## src/rtl/lwm_pkg.sv

```systemverilog
package lwm_pkg;

    typedef enum logic [1:0] {
        ST_IDLE  = 2'd0,
        ST_START = 2'd1,
        ST_XFER  = 2'd2
    } lwm_state_e;

    localparam logic [1:0] SIZ_LONG = 2'b00;
    localparam logic [1:0] SIZ_LINE = 2'b11;

endpackage

```

## src/rtl/lwm_beat_seq.sv

```systemverilog
module lwm_beat_seq #(
    parameter int BEATS = 4,
    parameter int IDX_W = $clog2(BEATS)
) (
    input  logic             clk,
    input  logic             rst_n,
    input  logic             adv,
    output logic [IDX_W-1:0] idx,
    output logic             last
);

    assign last = (idx == IDX_W'(BEATS - 1));

    // Wraps to zero after the last beat so every line starts at beat 0.
    always_ff @(posedge clk or negedge rst_n) begin
        if (!rst_n) begin
            idx <= '0;
        end else if (adv) begin
            idx <= last ? '0 : idx + 1'b1;
        end
    end

endmodule

```

## src/rtl/lwm_fsm.sv

```systemverilog
module lwm_fsm
    import lwm_pkg::*;
(
    input  logic clk,
    input  logic rst_n,
    input  logic accept,
    input  logic ack,
    input  logic last,
    output logic busy,
    output logic ts,
    output logic data_phase,
    output logic ready
);

    lwm_state_e state_q;
    lwm_state_e state_d;

    always_ff @(posedge clk or negedge rst_n) begin
        if (!rst_n) begin
            state_q <= ST_IDLE;
        end else begin
            state_q <= state_d;
        end
    end

    always_comb begin
        state_d = state_q;
        unique case (state_q)
            ST_IDLE:  if (accept) state_d = ST_START;
            ST_START: state_d = ST_XFER;
            ST_XFER:  if (ack && last) state_d = ST_IDLE;
            default:  state_d = ST_IDLE;
        endcase
    end

    always_comb begin
        busy       = 1'b0;
        ts         = 1'b0;
        data_phase = 1'b0;
        ready      = 1'b0;
        unique case (state_q)
            ST_IDLE:  ready = 1'b1;
            ST_START: begin
                busy = 1'b1;
                ts   = 1'b1;
            end
            ST_XFER: begin
                busy       = 1'b1;
                data_phase = 1'b1;
            end
            default:  ready = 1'b0;
        endcase
    end

endmodule

```

## src/rtl/line_write_master.sv

```systemverilog
module line_write_master
    import lwm_pkg::*;
#(
    parameter int ADDR_W = 32,
    parameter int DATA_W = 32,
    parameter int BEATS  = 4
) (
    input  logic                    clk,
    input  logic                    rst_n,
    input  logic                    ext_term,
    input  logic                    req_valid,
    input  logic [ADDR_W-1:0]       req_addr,
    input  logic [BEATS*DATA_W-1:0] req_data,
    output logic                    req_ready,
    output logic                    done,
    output logic [ADDR_W-1:0]       bus_addr,
    output logic [DATA_W-1:0]       bus_data,
    output logic                    bus_data_oe,
    output logic                    bus_ts_n,
    output logic                    bus_tip_n,
    output logic                    bus_rw,
    output logic [1:0]              bus_siz,
    output logic                    bus_cs_n,
    output logic [DATA_W/8-1:0]     bus_be_n,
    output logic                    bus_oe_n,
    input  logic                    bus_ta_n
);

    localparam int BE_W    = DATA_W / 8;
    localparam int BYTE_SH = $clog2(BE_W);
    localparam int LINE_B  = BEATS * BE_W;
    localparam int IDX_W   = $clog2(BEATS);
    localparam logic [ADDR_W-1:0] OFF_MASK = ADDR_W'(LINE_B - 1);

    logic              accept;
    logic              ack;
    logic              busy;
    logic              ts;
    logic              data_phase;
    logic              last;
    logic [IDX_W-1:0]  idx;
    logic [ADDR_W-1:0] base_q;
    logic              ext_q;
    logic [DATA_W-1:0] words_q [BEATS];
    logic [ADDR_W-1:0] beat_off;

    assign accept = req_valid && req_ready;
    // Internal mode never waits; external mode waits for the bus acknowledge.
    assign ack    = ext_q ? !bus_ta_n : 1'b1;

    always_ff @(posedge clk or negedge rst_n) begin
        if (!rst_n) begin
            base_q <= '0;
            ext_q  <= 1'b0;
            for (int i = 0; i < BEATS; i++) begin
                words_q[i] <= '0;
            end
        end else if (accept) begin
            base_q <= req_addr & ~OFF_MASK;
            ext_q  <= ext_term;
            for (int i = 0; i < BEATS; i++) begin
                words_q[i] <= req_data[i*DATA_W +: DATA_W];
            end
        end
    end

    lwm_fsm u_fsm (
        .clk        (clk),
        .rst_n      (rst_n),
        .accept     (accept),
        .ack        (ack),
        .last       (last),
        .busy       (busy),
        .ts         (ts),
        .data_phase (data_phase),
        .ready      (req_ready)
    );

    lwm_beat_seq #(
        .BEATS (BEATS),
        .IDX_W (IDX_W)
    ) u_seq (
        .clk   (clk),
        .rst_n (rst_n),
        .adv   (data_phase && ack),
        .idx   (idx),
        .last  (last)
    );

    assign beat_off = ADDR_W'(idx) << BYTE_SH;

    always_comb begin
        bus_addr = '0;
        bus_siz  = SIZ_LONG;
        if (busy) begin
            bus_addr = ext_q ? (base_q | beat_off) : base_q;
            bus_siz  = ext_q ? SIZ_LONG : SIZ_LINE;
        end
    end

    assign bus_data    = data_phase ? words_q[idx] : '0;
    assign bus_data_oe = data_phase;
    assign bus_ts_n    = !ts;
    assign bus_tip_n   = !busy;
    assign bus_cs_n    = !busy;
    assign bus_rw      = !busy;
    assign bus_be_n    = {BE_W{!busy}};
    assign bus_oe_n    = 1'b1;
    assign done        = data_phase && ack && last;

endmodule

```

## config.mk

```make
export PLATFORM = sky130hd
export DESIGN_NAME = line_write_master
export DESIGN_NICKNAME = d
export VERILOG_FILES = /design/src/rtl/lwm_pkg.sv /design/src/rtl/lwm_beat_seq.sv /design/src/rtl/lwm_fsm.sv /design/src/rtl/line_write_master.sv
export SDC_FILE = /design/constraint.sdc
export NUM_CORES = 1
export LEC_CHECK = 0
export ABC_AREA = 1
export ABC_CLOCK_PERIOD_IN_PS = 2220
export BUFFER_PORTS_ARGS = -buffer_cell sky130_fd_sc_hd__buf_2
export CORE_UTILIZATION = 50
export DETAILED_ROUTE_END_ITERATION = 12
export PLACE_DENSITY = 0.78
export SETUP_SLACK_MARGIN = 0.5
export SYNTH_ARGS = -nofsm -noshare
export SYNTH_HDL_FRONTEND = slang
export SYNTH_SLANG_ARGS = --single-unit
```

## constraint.sdc

```tcl
create_clock -name clk -period 2.22 [get_ports clk]
set_clock_uncertainty 0.15 [all_clocks]
set_input_delay 0.444 -clock clk [delete_from_list [all_inputs] [get_ports clk]]
set_output_delay 0.444 -clock clk [all_outputs]
set_load 0.03 [all_outputs]
```

# Word-level counts from Yosys, hierarchy flattened
# Index checks and enable logic that the tools add are counted.
# op_classes
muxes	17
eq_ne	5
reduce_logical	10
bitwise_logic	2
addsub	1
order_cmp	1
# ops
operator	n
two-way mux 32 bit	5
binary-select mux 32 bit (select 2 bit)	1
bitwise OR 32 x 4 -> 32 bit	1
two-way mux 2 bit	5
one-hot mux 2 bit (3 select lines)	1
two-way mux 1 bit	5
== test 2 bit, second input constant	2
logical AND 1 bit	4
>= comparator 3 bit, second input constant	1
zero test 1 bit	3
inverter 2 -> 3 bit	1
adder 2 x 1 -> 2 bit, second input constant	1
== test 2 x 1 -> 1 bit, second input constant	1
zero test 2 bit	1
!= test 2 x 1 -> 1 bit, second input constant	1
!= test 2 bit, second input constant	1
AND reduction 2 bit	1
OR reduction 2 bit	1
# word_totals
wordCells	44
out_inout_bits	78
ff_bits	161
inputBits	165

# Longest topological paths before layout
# logic_depth
ltp_word	5
ltp_mapped	8
ltp_nobuf	6

# Hierarchy
# A second synthesis with hierarchy kept.
# unflattened
cells_unflattened	1023
hier_area_um2	7768.7
# by_module_without_submodules
mod	n_inst	seq_area_each_um2	area_per_inst_um2	cells_each
line_write_master	1	3928.8	7529.7	994
lwm_fsm	1	50.0	146.4	18
lwm_beat_seq	1	50.0	92.6	11

# Worst setup path after synthesis
# Ideal clock, no wire load.
# synth_path
kind	reg-to-output
startpoint	register u_fsm.state_q[0]
endpoint	output bus_siz[1]
path_buffers	2
path_slack_ns	-0.262
path_stages_with_launch	7
required_time_ns	1.626
arrival_time_ns	1.888
cell_sequence	dfrtp_1 -> inv_1 -> ha_1 -> buf_2 -> inv_1 -> nor2_1 -> buf_4
# synth_via
elab_chain_cells	4
elab_cells_between_ends	5
classes_between	eq/ne: 2; mux: 2; reduce/logical: 1
# synth_lines
item	line_no	source
start: declaration	lwm_fsm.sv:15	lwm_state_e state_q;
start signal: assignment	lwm_fsm.sv:22	state_q <= state_d;
== test 2 x 1 -> 1 bit or == test 2 bit (tied branches)	lwm_fsm.sv:41	unique case (state_q)
OR reduction 2 bit (no source line) (*)	-	
two-way mux 1 bit (*)	lwm_fsm.sv:41	
two-way mux 2 bit (*)	line_write_master.sv:95	if (busy) begin
end: declaration	line_write_master.sv:22	output logic [1:0] bus_siz,
# Mark *: on every way between the ends. The rest lies on a longest branch, timed or not.

# Final worst setup path
# layout_path
startpoint	register u_seq.idx[0]
endpoint	output bus_data[15]
# layout_via
elab_chain_cells	5
# layout_lines
item	line_no	source
start: declaration	lwm_beat_seq.sv:8	output logic [IDX_W-1:0] idx,
start signal: assignment	lwm_beat_seq.sv:19	idx <= last ? '0 : idx + 1'b1;
inverter 2 -> 3 bit (not written as such)	line_write_master.sv:101	assign bus_data = data_phase ? words_q[idx] : '0;
binary-select mux 32 bit (select 2 bit)	line_write_master.sv:101	
two-way mux 32 bit (not written as such) (2 in series)	line_write_master.sv:101	
two-way mux 32 bit	line_write_master.sv:101	
end: declaration	line_write_master.sv:17	output logic [DATA_W-1:0] bus_data,
# No other way between the ends. The select of a mux whose other input is x is not followed.

==> out/metrics.cfg <==
[routing]
ant_nets=0
wl_per_cell_um=18.6
drc=0
vias=7990
via_per_inst=5.32
first_iter_violations=610
finalWirelength_mm=27.8
first_pass_iters=6

[die]
die_w_um=127
io_pins=243
dieArea_um2=16200
core_um2=15300
start_util_pct=51.3
die_h_um=127
rows=45

[setup_path]
end_kind=output port
worstPathCellList=buf_12, buf_16, nand2_1, nand3_2, a21oi_4, buf_6
cp_max_fo=17
crit_start=u_seq.idx[0]
crit_buf_inv=3
critPathKind=flip-flop to output port
cp_top_family=buffers and inverters
worst_setup_path_start_kind=flip-flop
critical_path.max_stage_delay_ps=440
cp.arrival_ps=1780
crit_required_ps=1630
rr_startpoint=u_fsm.state_q[0]
cp_slowest_cell=dfrtp_2

[finish]
area_delta_synth_final_pct=59.5
nNetsFinal=1448
antenna_cells=0
fin_util_pct=81.9
mostFrequentLayoutCell=nand2_1
post-route-cell-area_um2=12500
stdcell_count=1501
final_cell_mix=270 x nand2_1, 187 x buf_2, 159 x dfrtp_1, 148 x inv_1, 76 x o21ai_2
drive_above_1_share_pct=48.8

[placed_design]
dpl.hpwl_mm=13.5
port_buffers=235
place_inst=1420
gp_congestion=0.802
placed_cell_area_um2=9560
pre_cts_ws_ps=163

[job]
max-cap-violations=0

[timing]
setup_viol=72
fmax_ghz=0.421
min_period_over_period_pct=107
setup_tns_ps=-7690
rsz0062_at_grt=yes
setup_slack_ps=-154
slew_viol_final=0
period_minus_slack_ps=2370
hold_violations=0

[global_route]
grt_pass1_wl_mm=35.6
overflow=0
grt_antenna_before_repair=0
grt_pass1_vias=7251
grt_max_degree=56
grtUsageTotal_pct=28.7

[clocking]
clock_latency_ps=430
cts_made_buffers=17
clk_pin_slew_worst_paths_ps=70
cts_buffer_depth=2
cts-root-buf=clkbuf_16
clock_sinks=161
cts_tree=built
h-tree-depth=4

[status]
violations=negative setup slack
status=finished with violations

[power]
p_per_area_nw_per_um2=1600
p_leak_nw=6.60
p_clk_share_pct=16.0
irDropWorstVdd_mv=1.51
p_seq_share_pct=24.7
internal_power_w=0.0108
p_comb_share_pct=59.3
p_sw_w=0.00913
p_sw_share_pct=45.7

[logic_synthesis]
synth_area_um2=7830
avgSynthCellArea_um2=7.66
syn_inst=1022
synth-seq-area-share_pct=51.4
yosys_register_bits=161
synth_cell_type_count=19
yosys_warnings=0

[worst_hold_path]
hold_path_class=primary input to flip-flop
hp-start=req_addr[30]

==> power by group through the flow <==
stage / clock network (W) / logic (W) / registers (W)
4_1_cts: 0.00317 / 0.00948 / 0.00484
2_1_floorplan: 0 / 0.00637 / 0.00471
5_1_grt: 0.00332 / 0.0126 / 0.00505
6_report: 0.00319 / 0.0118 / 0.00493
3_3_place_gp: 0 / 0.00766 / 0.00485
3_5_place_dp: 0 / 0.00782 / 0.00490
==> flip-flops by register name, indices dropped and copies added, names as in the netlist <==
| name | cells |
|---|---|
| base_q | 28 |
| ext_q | 1 |
| u_fsm.state_q | 2 |
| u_seq.idx | 2 |
| words_q | 128 |
==> routing by layer <==
metal	share of wire [%]	GRT usage (%)
met1	37	35.4
met2	51	49.7
met3	8.1	6.66
met4	3.9	9.45
met5	0	0
==> Yosys cell counts <==
cell type    n  share of area (%)
ha_1         6               0.96
nand2_2      1              0.080
buf_4       26                2.5
conb_1       2              0.096
clkbuf_1    11               0.53
inv_1      164                7.9
buf_2       21                1.3
o21ai_0     92                5.9
nor3_1       2               0.13
o21ai_1     37                2.4
a21oi_1     35                2.2
nor2_1       3               0.14
buf_6       12                1.7
nand3_1     65                4.2
nand2_1    380                 18
inv_2        2              0.096
inv_4        1              0.080
dfrtp_1    161                 51
buf_8        1               0.19
==> timing repair <==
item,in CTS,in global routing
endpoints found under the hold margin,45,0
buffers inserted,12,14
pin swaps,11,76
gates resized for setup,160,341
cloned,8,14
endpoints found under the setup margin,140,109
hold buffers,1,0
==> through the flow <==
stage	hold WS, ps	power [W]
after global routing	48.2	0.0210
after global placement	278	0.0125
after CTS	48.0	0.0175
final	50.2	0.0200
after detailed placement	273	0.0127
after floorplan	-1.59	0.0111
==> area by class of cell <==
| class | instances | area, µm² |
|---|---|---|
| Timing Repair inverter | 2 | 17.5 |
| Timing Repair Buffer | 304 | 2700 |
| Multi-Input combinational cell | 624 | 4180 |
| Clock buffer | 19 | 453 |
| Sequential cell | 161 | 4030 |
| Inverter | 167 | 663 |
| Fill cell | 824 | 2770 |
| Tap cell | 211 | 264 |
| Clock inverter | 13 | 183 |
==> cells by family (layout without fill, tap and decap cells) <==
logic type | after synthesis | after routing | share of synthesized area, %
AND/OR/NAND/NOR | 451 | 451 | 22.7
other | 2 | 3 | 0.0959
AO/OA/AOI/OAI | 164 | 164 | 10.5
buffers and inverters | 238 | 505 | 14.3
adder cells (fa/ha/maj) | 6 | 6 | 0.958
flip-flops | 161 | 161 | 51.4
==> worst paths after layout <==
check / endpoint / slack (ps) / cells past startpoint
worst max-delay path: bus_data[15] / -150 / 6
worst min-delay path: base_q[30] / 50 / 3
worst max register to register: words_q[38] / 350 / 10
worst min register to register: base_q[8] / 330 / 2
max in group asynchronous: words_q[59] / 930 / 3
min in group asynchronous: words_q[16] / 370 / 2
==> worst reg2reg max path: cells and delay by family, from the launching register on <==
family          cells  cell delay (ps)
buf+inv             6              810
compound gates      1               80
flops               1              410
fa+ha+maj           1              170
simple gates        2              170
Power figures use the tool's default switching activity.
